--- config.mk ---
export PLATFORM = sky130hd
export DESIGN_NAME = simd16_shift_unit
export DESIGN_NICKNAME = d
export VERILOG_FILES = /design/src/rtl/simd16_shift_pkg.sv /design/src/rtl/simd16_shift_ctrl.sv /design/src/rtl/simd16_lane_shifter.sv /design/src/rtl/simd16_sat_flag.sv /design/src/rtl/simd16_shift_unit.sv
export SDC_FILE = /design/constraint.sdc
export NUM_CORES = 1
export LEC_CHECK = 0
export ABC_AREA = 0
export CAP_MARGIN = 30
export CORE_MARGIN = 2
export CORE_UTILIZATION = 55
export DETAILED_ROUTE_END_ITERATION = 12
export HOLD_SLACK_MARGIN = 0.12
export PLACE_DENSITY = 0.76
export SLEW_MARGIN = 30
export SYNTH_ARGS = -nofsm -noshare
export SYNTH_HDL_FRONTEND = slang
export SYNTH_HIERARCHICAL = 1
export SYNTH_SLANG_ARGS = --single-unit
export TNS_END_PERCENT = 50
--- constraint.sdc ---
create_clock -name clk -period 10.5 [get_ports clk]
set_clock_uncertainty 0.05 [all_clocks]
set_input_delay 2.1 -clock clk [delete_from_list [all_inputs] [get_ports clk]]
set_output_delay 2.1 -clock clk [all_outputs]
set_load 0.02 [all_outputs]
--- src/rtl/simd16_shift_pkg.sv ---
// Shared types of the packed halfword shift unit.
// Assumes: operation codes are fixed by the issue logic that drives op_i.
package simd16_shift_pkg;

    // Operation codes seen at the unit's edge
    typedef enum logic [2:0] {
        OP_ASR      = 3'd0,
        OP_LSR      = 3'd1,
        OP_SHL      = 3'd2,
        OP_ASR_RND  = 3'd3,
        OP_LSR_RND  = 3'd4,
        OP_SHL_CLMP = 3'd5,
        OP_BIDIR    = 3'd6,
        OP_BIDIR_RND = 3'd7
    } shop_e;

    // Datapath kind each lane executes after decode
    typedef enum logic [1:0] {
        K_ARITH_R = 2'd0,
        K_LOGIC_R = 2'd1,
        K_LEFT    = 2'd2
    } kind_e;

endpackage

--- src/rtl/simd16_shift_ctrl.sv ---
// Operation decode for the packed shift unit.
// Turns op, immediate selection and the amount sources into one lane control set:
// datapath kind, rounding enable, clamping enable and an unsigned amount.
// Assumes: AMT_W = log2(lane width); bidirectional amount is AMT_W+1 bits signed.
module simd16_shift_ctrl
    import simd16_shift_pkg::*;
#(
    parameter int AMT_W = 4
) (
    input  logic [2:0]       op_i,
    input  logic [31:0]      rs2_i,
    input  logic [AMT_W:0]   imm_i,
    input  logic             use_imm_i,
    output kind_e            kind_o,
    output logic             rnd_o,
    output logic             clamp_o,
    output logic [AMT_W-1:0] amt_o
);
    localparam int DIR_W = AMT_W + 1;

    shop_e            op_eff;
    logic [AMT_W-1:0] base_amt;
    logic [DIR_W-1:0] dir_amt;
    logic [DIR_W-1:0] dir_mag;
    logic [AMT_W-1:0] dir_right;

    // Promote plain ops to their variant when the immediate variant bit is set
    always_comb begin
        op_eff = shop_e'(op_i);
        if (use_imm_i && imm_i[AMT_W]) begin
            case (shop_e'(op_i))
                OP_ASR:  op_eff = OP_ASR_RND;
                OP_LSR:  op_eff = OP_LSR_RND;
                OP_SHL:  op_eff = OP_SHL_CLMP;
                default: op_eff = shop_e'(op_i);
            endcase
        end
    end

    // Amount source and signed-amount magnitude with the 16-to-15 clamp
    always_comb begin
        base_amt  = use_imm_i ? imm_i[AMT_W-1:0] : rs2_i[AMT_W-1:0];
        dir_amt   = rs2_i[DIR_W-1:0];
        dir_mag   = -dir_amt;
        dir_right = dir_mag[AMT_W] ? {AMT_W{1'b1}} : dir_mag[AMT_W-1:0];
    end

    // Map the effective operation onto the lane controls
    always_comb begin
        kind_o  = K_ARITH_R;
        rnd_o   = 1'b0;
        clamp_o = 1'b0;
        amt_o   = base_amt;
        case (op_eff)
            OP_ASR:      kind_o = K_ARITH_R;
            OP_LSR:      kind_o = K_LOGIC_R;
            OP_SHL:      kind_o = K_LEFT;
            OP_ASR_RND:  begin kind_o = K_ARITH_R; rnd_o = 1'b1; end
            OP_LSR_RND:  begin kind_o = K_LOGIC_R; rnd_o = 1'b1; end
            OP_SHL_CLMP: begin kind_o = K_LEFT; clamp_o = 1'b1; end
            OP_BIDIR, OP_BIDIR_RND: begin
                if (dir_amt[DIR_W-1]) begin
                    kind_o = K_ARITH_R;
                    rnd_o  = (op_eff == OP_BIDIR_RND);
                    amt_o  = dir_right;
                end else begin
                    kind_o  = K_LEFT;
                    clamp_o = 1'b1;
                    amt_o   = dir_amt[AMT_W-1:0];
                end
            end
            default: kind_o = K_ARITH_R;
        endcase
    end

endmodule

--- src/rtl/simd16_lane_shifter.sv ---
// One lane of the packed shift unit.
// Right path: optional rounding bias added at W+1 bits, then a shift that fills
// with the sign bit or with zeros. Left path: shift in a double-width word, and
// flag overflow when the bits shifted out are not all copies of the sign bit.
// Assumes: amt_i < W.
module simd16_lane_shifter
    import simd16_shift_pkg::*;
#(
    parameter int W     = 16,
    parameter int AMT_W = 4
) (
    input  logic [W-1:0]     a_i,
    input  kind_e            kind_i,
    input  logic             rnd_i,
    input  logic             clamp_i,
    input  logic [AMT_W-1:0] amt_i,
    output logic [W-1:0]     res_o,
    output logic             ovf_o
);
    logic [W:0]       ext;
    logic [W:0]       bias;
    logic [W:0]       sum;
    logic [W+1:0]     wide_r;
    logic [W+1:0]     shr;
    logic [2*W-1:0]   lwide;
    logic [W:0]       top;
    logic             nonred;
    logic [W-1:0]     clamp_val;

    // Right path: extend, add the rounding bias, shift with the right fill
    always_comb begin
        ext    = {(kind_i == K_ARITH_R) & a_i[W-1], a_i};
        bias   = (rnd_i && amt_i != '0) ? ((W+1)'(1) << (amt_i - 1'b1)) : '0;
        sum    = ext + bias;
        wide_r = {(kind_i == K_ARITH_R) & sum[W], sum};
        shr    = $unsigned($signed(wide_r) >>> amt_i);
    end

    // Left path: double-width shift and redundant-sign overflow test
    always_comb begin
        lwide     = {{W{a_i[W-1]}}, a_i} << amt_i;
        top       = lwide[2*W-1:W-1];
        nonred    = !((&top) || (~|top));
        clamp_val = a_i[W-1] ? {1'b1, {(W-1){1'b0}}} : {1'b0, {(W-1){1'b1}}};
    end

    // Result select
    always_comb begin
        ovf_o = (kind_i == K_LEFT) && clamp_i && nonred;
        if (kind_i == K_LEFT) res_o = ovf_o ? clamp_val : lwide[W-1:0];
        else                  res_o = shr[W-1:0];
    end

endmodule

--- src/rtl/simd16_sat_flag.sv ---
// Sticky saturation flag: set by a valid operation that clamps, cleared on request.
// Setting takes priority over clearing within the same cycle.
// Assumes: synchronous active-low reset.
module simd16_sat_flag (
    input  logic clk,
    input  logic rst_n,
    input  logic valid_i,
    input  logic hit_i,
    input  logic clr_i,
    output logic sat_o
);
    // Sticky set / explicit clear
    always_ff @(posedge clk) begin
        if (!rst_n)                sat_o <= 1'b0;
        else if (valid_i && hit_i) sat_o <= 1'b1;
        else if (clr_i)            sat_o <= 1'b0;
    end

endmodule

--- src/rtl/simd16_shift_unit.sv ---
// Packed halfword shift unit: LANES lanes of LANE_W bits, one shared amount.
// Decodes the operation once, then runs a replicated lane shifter per lane.
// REGISTERED selects a result register loaded on valid_i or a combinational path.
// Assumes: LANES*LANE_W == 32, LANE_W a power of two.
module simd16_shift_unit #(
    parameter int LANE_W     = 16,
    parameter int LANES      = 2,
    parameter bit REGISTERED = 1'b1
) (
    input  logic        clk,
    input  logic        rst_n,
    input  logic        valid_i,
    input  logic [2:0]  op_i,
    input  logic [31:0] rs1_i,
    input  logic [31:0] rs2_i,
    input  logic [4:0]  imm_i,
    input  logic        use_imm_i,
    input  logic        sat_clr_i,
    output logic [31:0] rd_o,
    output logic        sat_o
);
    import simd16_shift_pkg::*;

    localparam int AMT_W  = $clog2(LANE_W);
    localparam int DATA_W = LANE_W * LANES;

    kind_e             kind;
    logic              rnd;
    logic              clamp;
    logic [AMT_W-1:0]  amt;
    logic [DATA_W-1:0] res;
    logic [LANES-1:0]  lane_ovf;

    simd16_shift_ctrl #(.AMT_W(AMT_W)) u_ctrl (
        .op_i      (op_i),
        .rs2_i     (rs2_i),
        .imm_i     (imm_i[AMT_W:0]),
        .use_imm_i (use_imm_i),
        .kind_o    (kind),
        .rnd_o     (rnd),
        .clamp_o   (clamp),
        .amt_o     (amt)
    );

    for (genvar g = 0; g < LANES; g++) begin : g_lane
        simd16_lane_shifter #(.W(LANE_W), .AMT_W(AMT_W)) u_lane (
            .a_i     (rs1_i[g*LANE_W +: LANE_W]),
            .kind_i  (kind),
            .rnd_i   (rnd),
            .clamp_i (clamp),
            .amt_i   (amt),
            .res_o   (res[g*LANE_W +: LANE_W]),
            .ovf_o   (lane_ovf[g])
        );
    end

    simd16_sat_flag u_sat (
        .clk     (clk),
        .rst_n   (rst_n),
        .valid_i (valid_i),
        .hit_i   (|lane_ovf),
        .clr_i   (sat_clr_i),
        .sat_o   (sat_o)
    );

    if (REGISTERED) begin : g_reg
        logic [DATA_W-1:0] rd_q;
        // Result register loaded by each valid operation
        always_ff @(posedge clk) begin
            if (!rst_n)       rd_q <= '0;
            else if (valid_i) rd_q <= res;
        end
        assign rd_o = rd_q;
    end else begin : g_comb
        assign rd_o = res;
    end

endmodule

## Word level (Yosys, flattened, before mapping)

Cells that the tools add are included.

| storage, ports and cells | value |
|---|---|
| register bits | 33 |
| output and inout bits | 33 |
| word-level logic and storage cells | 73 |

| operators by class | value |
|---|---|
| add/sub/neg operators | 4 |
| eq/ne operators | 10 |
| shifts and indexed selects | 5 |
| mux-type cells | 21 |
| bitwise operators | 4 |
| reduce and logical (&&, ||, !) cells | 27 |

Operator list:

| kind | count |
|---|---|
| 16-bit 2-to-1 mux | 6 |
| 32-bit by 4-bit left shift with 32-bit output | 2 |
| 18-bit by 4-bit >>> shifter with 16-bit output | 2 |
| 17-bit adder | 2 |
| 17-bit AND reduction | 2 |
| 17-bit OR reduction | 2 |
| 17-bit 2-to-1 mux | 1 |
| 1-bit by 4-bit left shift with 17-bit output (first input constant) | 1 |
| 4-bit 2-to-1 mux | 4 |
| 3-bit == test (second input constant) | 4 |
| 2-bit OR reduction | 6 |
| 3-bit by 2-bit == test with 1-bit output (second input constant) | 3 |
| 3-bit case mux with 3 select lines | 1 |
| 2-bit case mux with 4 select lines | 1 |
| 3-bit by 1-bit == test with 1-bit output (second input constant) | 2 |
| 1-bit logical AND | 6 |
| 3-bit zero test | 2 |
| 5-bit negation | 1 |
| 1-bit bitwise AND | 4 |
| 1-bit zero test | 4 |
| 1-bit 2-to-1 mux | 4 |
| 1-bit case mux with 2 select lines | 2 |
| 4-bit nonzero test | 1 |
| 4-bit by 1-bit subtractor with 4-bit output (second input constant) | 1 |
| other kinds (6) | 7 |

## Longest topological paths before layout

Gate-level depths: netlist of run 1.

| logic depth | value |
|---|---|
| depth after elaboration | 15 |
| mapped depth | 28 |

## Hierarchy

Netlist of run 1, hierarchy kept.

By module, submodules not included:

| module | instances | cells each | area each (um^2) |
|---|---|---|---|
| simd16_lane_shifter at g_lane[0].u_lane | 1 | 534 | 3626.0 |
| simd16_lane_shifter at g_lane[1].u_lane | 1 | 517 | 3608.5 |
| simd16_shift_unit | 1 | 104 | 1249.9 |
| simd16_shift_ctrl | 1 | 44 | 281.5 |
| simd16_sat_flag | 1 | 4 | 41.3 |

## Least setup slack after synthesis of run 1

OpenSTA, ideal clock, no wires.

| timing | value |
|---|---|
| path kind | input to register |
| start | in rs2_i[0] |
| end | reg g_reg.rd_q[5] (netlist: rd_o[5]) |
| setup time | 0.065 ns |
| data arrival time | 7.646 ns |
| required time | 10.385 ns |
| path slack | 2.739 ns |
| stages on the path | 24 |
| cell sequence | inv_1 ha_1 and4bb_4 a2111oi_0 a21oi_1 buf_6 buf_4 buf_2 buf_1 buf_2 buf_1 nand3_1 or2_2 fa_1 nand2b_1 a21o_1 a2111oi_1 nor4_1 o41ai_1 o311ai_0 o211a_1 a311oi_1 mux2i_1 nor2b_1 |

| on the way | value |
|---|---|
| cells in the longest elaborated chain, start to end | 12 |

RTL lines:

| what | line | source |
|---|---|---|
| start, declared | simd16_shift_unit.sv:15 | `input logic [31:0] rs2_i,` |
| 5-bit negation * | simd16_shift_ctrl.sv:44 | `dir_mag = -dir_amt;` |
| 4-bit 2-to-1 mux * | simd16_shift_ctrl.sv:45 | `dir_right = dir_mag[AMT_W] ? {AMT_W{1'b1}} : dir_mag[AMT_W-1:0];` |
| 4-bit 2-to-1 mux * | simd16_shift_ctrl.sv:62 | `if (dir_amt[DIR_W-1]) begin` |
| 4-bit 2-to-1 mux * | simd16_shift_ctrl.sv:54 | `case (op_eff)` |
| net amt[1] | simd16_shift_unit.sv:30 | `logic [AMT_W-1:0] amt;` |
| parallel branches: the longest is 7 deep, another holds 17-bit adder | n/a |  |
| 16-bit 2-to-1 mux * | simd16_lane_shifter.sv:50 | `if (kind_i == K_LEFT) res_o = ovf_o ? clamp_val : lwide[W-1:0];` |
| net res[5] | simd16_shift_unit.sv:31 | `logic [DATA_W-1:0] res;` |
| end signal, assigned | simd16_shift_unit.sv:71 | `else if (valid_i) rd_q <= res;` |
| end, declared | simd16_shift_unit.sv:67 | `logic [DATA_W-1:0] rd_q;` |

Mark *: on every way through the listed nets, which the timed path passes.
A chain may end at the register's enable or synchronous reset.

## Final worst setup path of run 1

| timing | value |
|---|---|
| start | in rs2_i[1] |
| end | reg g_reg.rd_q[24] (netlist: rd_o[24]) |

| on the way | value |
|---|---|
| cells in the longest elaborated chain, start to end | 12 |

RTL lines:

| what | line |
|---|---|
| 5-bit negation | simd16_shift_ctrl.sv:44 |
| 4-bit 2-to-1 mux | simd16_shift_ctrl.sv:45 |
| 4-bit 2-to-1 mux | simd16_shift_ctrl.sv:62 |
| 4-bit 2-to-1 mux * | simd16_shift_ctrl.sv:54 |
| net amt[1] | simd16_shift_unit.sv:30 |
| parallel branches: the longest is 7 deep, another holds 17-bit adder | n/a |
| 16-bit 2-to-1 mux * | simd16_lane_shifter.sv:50 |
| net res[24] | simd16_shift_unit.sv:31 |

Marks and branches as above.

==> metrics.md, run 1 <==
| Metric | Value |
|---|---|
| Status | complete, no violations |
| Die Span Y | 130.5 um |
| Sequential share of the synthesized area | 0.07501 |
| CP Capture Type | flip-flop |
| I/O Buffers | 82 |
| Placed Instances | 1411 |
| Reg2Reg Depth | 2 |
| Share of cells above drive strength 1 | 0.08978 |
| CP startpoint kind | input pin |
| WL final | 30290 um |
| Critical Path AT | 8.22 ns |
| Root Driver | clkbuf_16 |
| Min-delay worst type | flip-flop to flip-flop |
| CP max stage cell | a2111oi_0 |
| Detailed-route via count | 9953 |
| Slew Limit Fails | 0 |
| CTS resizes | 0 |
| First-pass GRT wire length | 48000 um |
| Setup total negative slack | 0 ns |
| TritonCTS clock tree | built |
| CTS sink cnt | 33 |
| CP required | 10.62 ns |
| Fin crit period | 8.104 ns |
| GPL Wtd Cong | 0.9852 |
| Commonest cells in the netlist | nor2_1, nand2_1, mux2i_1 |
| Final setup fails | 0 |
| Critical path's largest stage delay | 0.67 ns |
| Synth unique cells | 98 |
| Post-Place Worst Slack | 2.199 ns |
| CP Class | input pin to flip-flop |
| Top post-synthesis cells by area | mux2i_1, mux4_2, dfxtp_1 |
| Synthesis-to-finish area growth | 9.802% |
| Async SR Flop Fraction | 0 |
| Slew HR | 0.3675 |
| Clock slew at reported path FFs | 0.05 ns |
| Crit path cell chain | clkdlybuf4s50_1 -> inv_1 -> ha_1 -> and4bb_4 -> a2111oi_0 -> a21oi_4 -> inv_1 -> nand2_1 -> nor3_1 -> ha_1 -> o211ai_1 -> o211ai_1 -> a21oi_1 -> o21ai_0 -> o311ai_0 -> a211oi_1 -> a2111oi_0 -> nor3_2 -> mux2i_1 -> nor2b_1 |
| Count leader, synth | nor2_1 |
| Tot GR Track Use | 0.3522 |
| WL/cell | 21.34 um |
| Rows | 46 |
| # Post-CTS Setup Buffers | 0 |
| Num CTS Buffers | 5 |
| Pin slew with the least headroom to its limit | 0.9488 ns |
| Min setup slack post-route | 2.396 ns |
| Pin count of the biggest net entering global routing | 130 |
| RSZ-0062 raised after global routing | false |
| Die W | 130.5 um |
| Antenna Violating Nets Remaining | 0 |
| Hold-critical path depth | 2 |
| Cell Pwr Density | 96.52 nW/um2 |
| I/O pin count | 110 |
| Starting density of the core | 0.5585 |
| Final Hold Vio Count | 0 |
| Fin cells | 1419 |
| Worst vdd ir | 0.0001019 V |
| Hold_buf cts | 0 |
| Worst skew pair latency | 0.28 ns |
| Max Fclk | 123.4 MHz |
| Mapped cell area | 8807 um2 |
| Nets | 1314 |
| Post-DP HPWL | 22490 um |
| Average cell area after synthesis | 7.321 um2 |
| Yosys warns | 6 |
| Die area | 17040 um2 |
| 1st-pass router iterations | 7 |
| Antenna Cells | 0 |
| Top_reg_cell synth | dfxtp_1 |
| Area leader, netlist | mux2i_1 |
| H-Tree Depth | 2 |
| Synth top area share | 0.08865 |
| Mapped Cells | 1203 |
| Net count after synthesis | 1315 |
| Maxcap violations | 0 |
| Period utilization | 0.7718 |
| CTS Buffer Depth | 2 |
| Core region area | 15770 um2 |
| Via density | 7.014 |
| DRC Markers | 0 |
| Leakage power | 3.661 nW |
| Vias in the first global route | 9160 |
| Detailed router's first-iteration violation count | 1310 |
| Antenna violations before repair | 0 |
| Flops & latches, synth | 33 |
| Grt ovf | 0 |
| Critical path peak fanout | 20 |
| Number of synthesized flops with an enable pin | 0 |
final cells by class:
type	instances	area [um2]
clock buffer	8	136.4
multi-input combinational	1039	7575
inverter	32	120.1
tap	216	270.3
timing repair buffer	91	908.4
fill	1483	6100
sequential	33	660.6
cell usage in the layout (no fill, tap or decap), types with 8 or more instances in the layout:
cell             synthesis  routed
nor2_1                 122     122
nand2_1                106     106
clkdlybuf4s50_1          0      81
mux2i_1                 78      78
a21oi_1                 76      75
o21ai_0                 61      61
nor2b_1                 43      43
nand3_1                 41      41
ha_1                    33      33
dfxtp_1                 33      33
mux4_2                  31      31
inv_1                   28      28
nor3_1                  27      27
mux2_2                  23      23
a211oi_1                23      23
a31oi_1                 22      22
o211ai_1                22      22
o21a_1                  19      19
nand2b_1                16      16
nand4_1                 16      16
and3_1                  14      14
or3_1                   14      14
nor4_1                  14      14
xnor2_1                 14      14
o31ai_1                 13      13
a21o_1                  11      11
a2111oi_0               11      10
xor2_1                  10      10
o221ai_1                 8       8
o22ai_1                  8       8
o32ai_1                  8       8
o211a_1                  8       8
critical path, delay by kind of cell:
kind	cells	cell delay (ns)
compound gates	9	3.15
fa+ha+maj	2	0.51
buf+inv	3	1.19
mux	1	0.15
simple gates	5	1.11
registers in the layout, indices dropped and copies added, names as in the netlist:
name / cells
rd_o: 32
u_sat/sat_o: 1
routing by layer:
metal,wire length [um],global-route usage,vias up
met3,2237,0.04194,140
met1,11860,0.4370,4645
met5,0,0,-
met4,1892,0.2015,0
li1,-,-,4626
met2,14300,0.5925,542
per-stage QoR:
step	cell area, um2	util	hold slack [ns]	total power, mW
4_1_cts	9669	0.6131	0.4310	0.9176
2_1_floorplan	8807	-	0.5024	0.6016
3_5_place_dp	9533	0.6045	0.4239	0.7747
3_3_place_gp	9533	0.6045	0.4183	0.7698
6_report	9671	0.6132	0.4269	0.9334
5_1_grt	9671	0.6132	0.4547	0.9881
cells by family (layout without fill, tap and decap cells):
kind of cell | Yosys count | in the layout | share of synthesized area
simple gates | 445 | 445 | 0.2476
compound gates | 395 | 395 | 0.3228
mux | 138 | 138 | 0.2088
buf+inv | 131 | 131 | 0.06961
fa+ha+maj | 35 | 35 | 0.05143
flops | 33 | 33 | 0.07501
xor+xnor | 24 | 24 | 0.02387
other cells | 2 | 2 | 0.0008527
where the power goes:
| part | internal, mW | leakage (nW) | total (mW) | switching, mW |
|---|---|---|---|---|
| clock | 0.0881 | 0.0652 | 0.141 | 0.0526 |
| combinational | 0.255 | 3.32 | 0.644 | 0.389 |
| sequential | 0.141 | 0.272 | 0.149 | 0.00828 |
worst paths after layout:
path / startpoint / end / slack [ns]
worst max-delay path: rs2_i[1] / rd_o[24] / 2.40
worst max register to register: rd_o[16] / rd_o[16] / 9.80
worst min-delay path: u_sat/sat_o / u_sat/sat_o / 0.43
worst min register to register: u_sat/sat_o / u_sat/sat_o / 0.43
(Power assumes the default switching activity.)
==> run 2: changes to the inputs <==
==> constraint.sdc (replaced) <==
create_clock -name clk -period 8 [get_ports clk]
set_clock_uncertainty 0.05 [all_clocks]
set_input_delay 1.6 -clock clk [delete_from_list [all_inputs] [get_ports clk]]
set_output_delay 1.6 -clock clk [all_outputs]
set_load 0.02 [all_outputs]
==> metrics.md, run 2 (same netlist as run 1, synthesis figures left out) <==
| Metric | Value |
|---|---|
| Status | complete, no violations (unchanged) |
| Filler Cell Count | 1519 (was 1483) |
| Nets | 1335 (was 1314) |
| CTS resizes | 0 (unchanged) |
| 1st-pass router iterations | 7 (unchanged) |
| Clock slew at reported path FFs | 0.05 ns (about the same) |
| CTS sink cnt | 33 (unchanged) |
| Detailed-route via count | 10220 (was 9953) |
| WL/cell | 21.44 um (was 21.34 um) |
| Max FFs per register | 32 (unchanged) |
| Hold_buf cts | 0 (unchanged) |
| Area of the multi-input gates | 7579 um2 (was 7575 um2) |
| FF-to-FF End | rd_o[18] (was rd_o[16]) |
| Via density | 7.102 (was 7.014) |
| Final setup fails | 0 (unchanged) |
| Fin crit period | 7.113 ns |
| Critical Path AT | 7.28 ns (was 8.22 ns) |
| Post-DP HPWL | 23260 um (was 22490 um) |
| Die W | 130.5 um (unchanged) |
| Root Driver | clkbuf_16 (unchanged) |
| I/O Buffers | 82 (unchanged) |
| Min-delay worst type | flip-flop to flip-flop (unchanged) |
| Pin slew with the least headroom to its limit | 0.9433 ns (was 0.9488 ns) |
| Leakage power | 3.767 nW (was 3.661 nW) |
| Slew HR | 0.3712 (was 0.3675) |
| DRC Markers | 0 (unchanged) |
| Most used cell along the critical path | inv_1 |
| # Post-CTS Setup Buffers | 0 (unchanged) |
| Core region area | 15770 um2 (unchanged) |
| Post-DP Area | 9691 um2 (was 9533 um2) |
| Num CTS Buffers | 5 (unchanged) |
| CP Class | input pin to flip-flop (unchanged) |
| Share of cells above drive strength 1 | 0.1071 (was 0.08978) |
| Antenna Cells | 0 (unchanged) |
| Reg2Reg Depth | 2 (unchanged) |
| Crit path cell chain | clkdlybuf4s50_1 -> inv_1 -> ha_1 -> and4bb_4 -> o31a_1 -> o221a_2 -> buf_4 -> inv_1 -> nand2_1 -> nor3b_1 -> ha_1 -> inv_1 -> fa_1 -> nand2b_1 -> a21o_1 -> a2111o_1 -> o211ai_1 -> mux2i_1 -> a211oi_1 -> o21ai_0 -> a221oi_1 -> mux2i_1 -> nor2b_1 (was clkdlybuf4s50_1 -> inv_1 -> ha_1 -> and4bb_4 -> a2111oi_0 -> a21oi_4 -> inv_1 -> nand2_1 -> nor3_1 -> ha_1 -> o211ai_1 -> o211ai_1 -> a21oi_1 -> o21ai_0 -> o311ai_0 -> a211oi_1 -> a2111oi_0 -> nor3_2 -> mux2i_1 -> nor2b_1) |
| Grt ovf | 0 (unchanged) |
| CP startpoint kind | input pin (unchanged) |
| RSZ-0062 raised after global routing | false (unchanged) |
| Finished Cell Area | 9838 um2 (was 9671 um2) |
| Slew Limit Fails | 0 (unchanged) |
| Rows | 46 (unchanged) |
| CTS Buffer Depth | 2 (unchanged) |
| Most frequent cells in the layout | nor2_1, nand2_1, clkdlybuf4s50_1, mux2i_1, a21oi_1 (unchanged) |
| CP endpoint | rd_o[16] (was rd_o[24]) |
| Tot GR Track Use | 0.3514 (was 0.3522) |
| Detailed router's first-iteration violation count | 1060 (was 1310) |
| Setup total negative slack | 0 ns (unchanged) |
| Period utilization | 0.8892 |
| Antenna violations before repair | 0 (unchanged) |
| Maxcap violations | 0 (unchanged) |
| Worst vdd ir | 0.00008988 V (was 0.0001019 V) |
| Crit. path cell count | 23 (was 20) |
| TritonCTS clock tree | built (unchanged) |
| Crit Reg-Reg Startpoint | rd_o[18] (was rd_o[16]) |
| Synthesis-to-finish area growth | 11.71% (was 9.802%) |
| Die area | 17040 um2 (unchanged) |
| Die Span Y | 130.5 um (unchanged) |
| CP required | 8.16 ns (was 10.62 ns) |
| Top Family by Delay on Critical Path | compound AO/OA/AOI/OAI gates (unchanged) |
| H-Tree Depth | 2 (unchanged) |
| WL final | 30860 um (was 30290 um) |
| CP max stage cell | a211oi_1 (was a2111oi_0) |
| Buf+Inv Stages, Crit Path | 5 (was 3) |
| Register area | 660.6 um2 (unchanged) |
| Placed Instances | 1432 (was 1411) |
| I/O pin count | 110 (unchanged) |
| Most common cell after layout, fill and taps aside | nor2_1 (unchanged) |
| Vias in the first global route | 9204 (was 9160) |
| Fin cells | 1439 (was 1419) |
| Max Fclk | 140.6 MHz |
| FF-to-FF setup slack | 7.27 ns (was 9.80 ns) |
| Critical path peak fanout | 15 (was 20) |
| CP Capture Type | flip-flop (unchanged) |
| Cell Pwr Density | 126.3 nW/um2 (was 96.52 nW/um2) |
| Antenna Violating Nets Remaining | 0 (unchanged) |
| First-pass GRT wire length | 47740 um (was 48000 um) |
| GPL Wtd Cong | 0.9792 (was 0.9852) |
| Pin count of the biggest net entering global routing | 95 (was 130) |
| Critical path's largest stage delay | 0.62 ns (was 0.67 ns) |
| Starting density of the core | 0.5585 (unchanged) |
| Final Hold Vio Count | 0 (unchanged) |
| Worst skew pair latency | 0.27 ns (was 0.28 ns) |
| CP startpoint | rs2_i[0] (was rs2_i[1]) |
==> run 2: cell types whose count changed in the layout (fill, tap and decap cells not counted) <==
| cell | previous run | this run |
|---|---|---|
| buf_4 | 7 | 28 |
| clkbuf_1 | 3 | 1 |
| clkbuf_8 | 0 | 1 |
| a2111oi_2 | 0 | 1 |
| a2111oi_1 | 2 | 0 |
| a2111oi_0 | 10 | 11 |
==> run 2: final cells by class <==
type	count	share of cell area
multi-input combinational	1039	0.7703
sequential	33	0.06715
tap	216	0.02747
clock buffer	7	0.01450
timing repair buffer	112	0.1084
inverter	32	0.01221
==> run 2: how the worst min path moves through the flow <==
stage	start	endpoint	slack, ns	cells after the start
floorplan	u_sat/sat_o	u_sat/sat_o	0.50	2
global placement	u_sat/sat_o	u_sat/sat_o	0.42	2
detailed placement	u_sat/sat_o	u_sat/sat_o	0.43	2
CTS	u_sat/sat_o	u_sat/sat_o	0.45	2
global route	u_sat/sat_o	u_sat/sat_o	0.46	2
finish	u_sat/sat_o	u_sat/sat_o	0.45	2
==> run 2: worst min-delay path, stage by stage (launching register included) <==
cell and delay, ns:
dfxtp_1 0.30, nand2b_1 0.09, a21boi_2 0.05
==> run 2: report_power, final <==
part	switching, mW	internal [mW]	total [mW]
registers	0.0109	0.185	0.196
clock network	0.0660	0.122	0.188
logic	0.513	0.346	0.859
==> run 2: stage by stage <==
step	total power, mW	hold WS, ns	worst slack (ns)	utilization
3_5_place_dp	1.031	0.4255	0.6079	0.6145
2_1_floorplan	0.7896	0.5024	0.7390	-
5_1_grt	1.311	0.4601	0.5662	0.6239
6_report	1.242	0.4450	0.8866	0.6239
4_1_cts	1.223	0.4514	0.9009	0.6235
3_3_place_gp	1.024	0.4178	0.6515	0.6145
==> run 2: metal layers <==
metal | track usage | wire [um] | part of all wire
met5 | 0 | 0 | 0
met4 | 0.1959 | 1894 | 0.061
met3 | 0.04235 | 2586 | 0.084
met2 | 0.5983 | 14860 | 0.48
met1 | 0.4319 | 11510 | 0.37
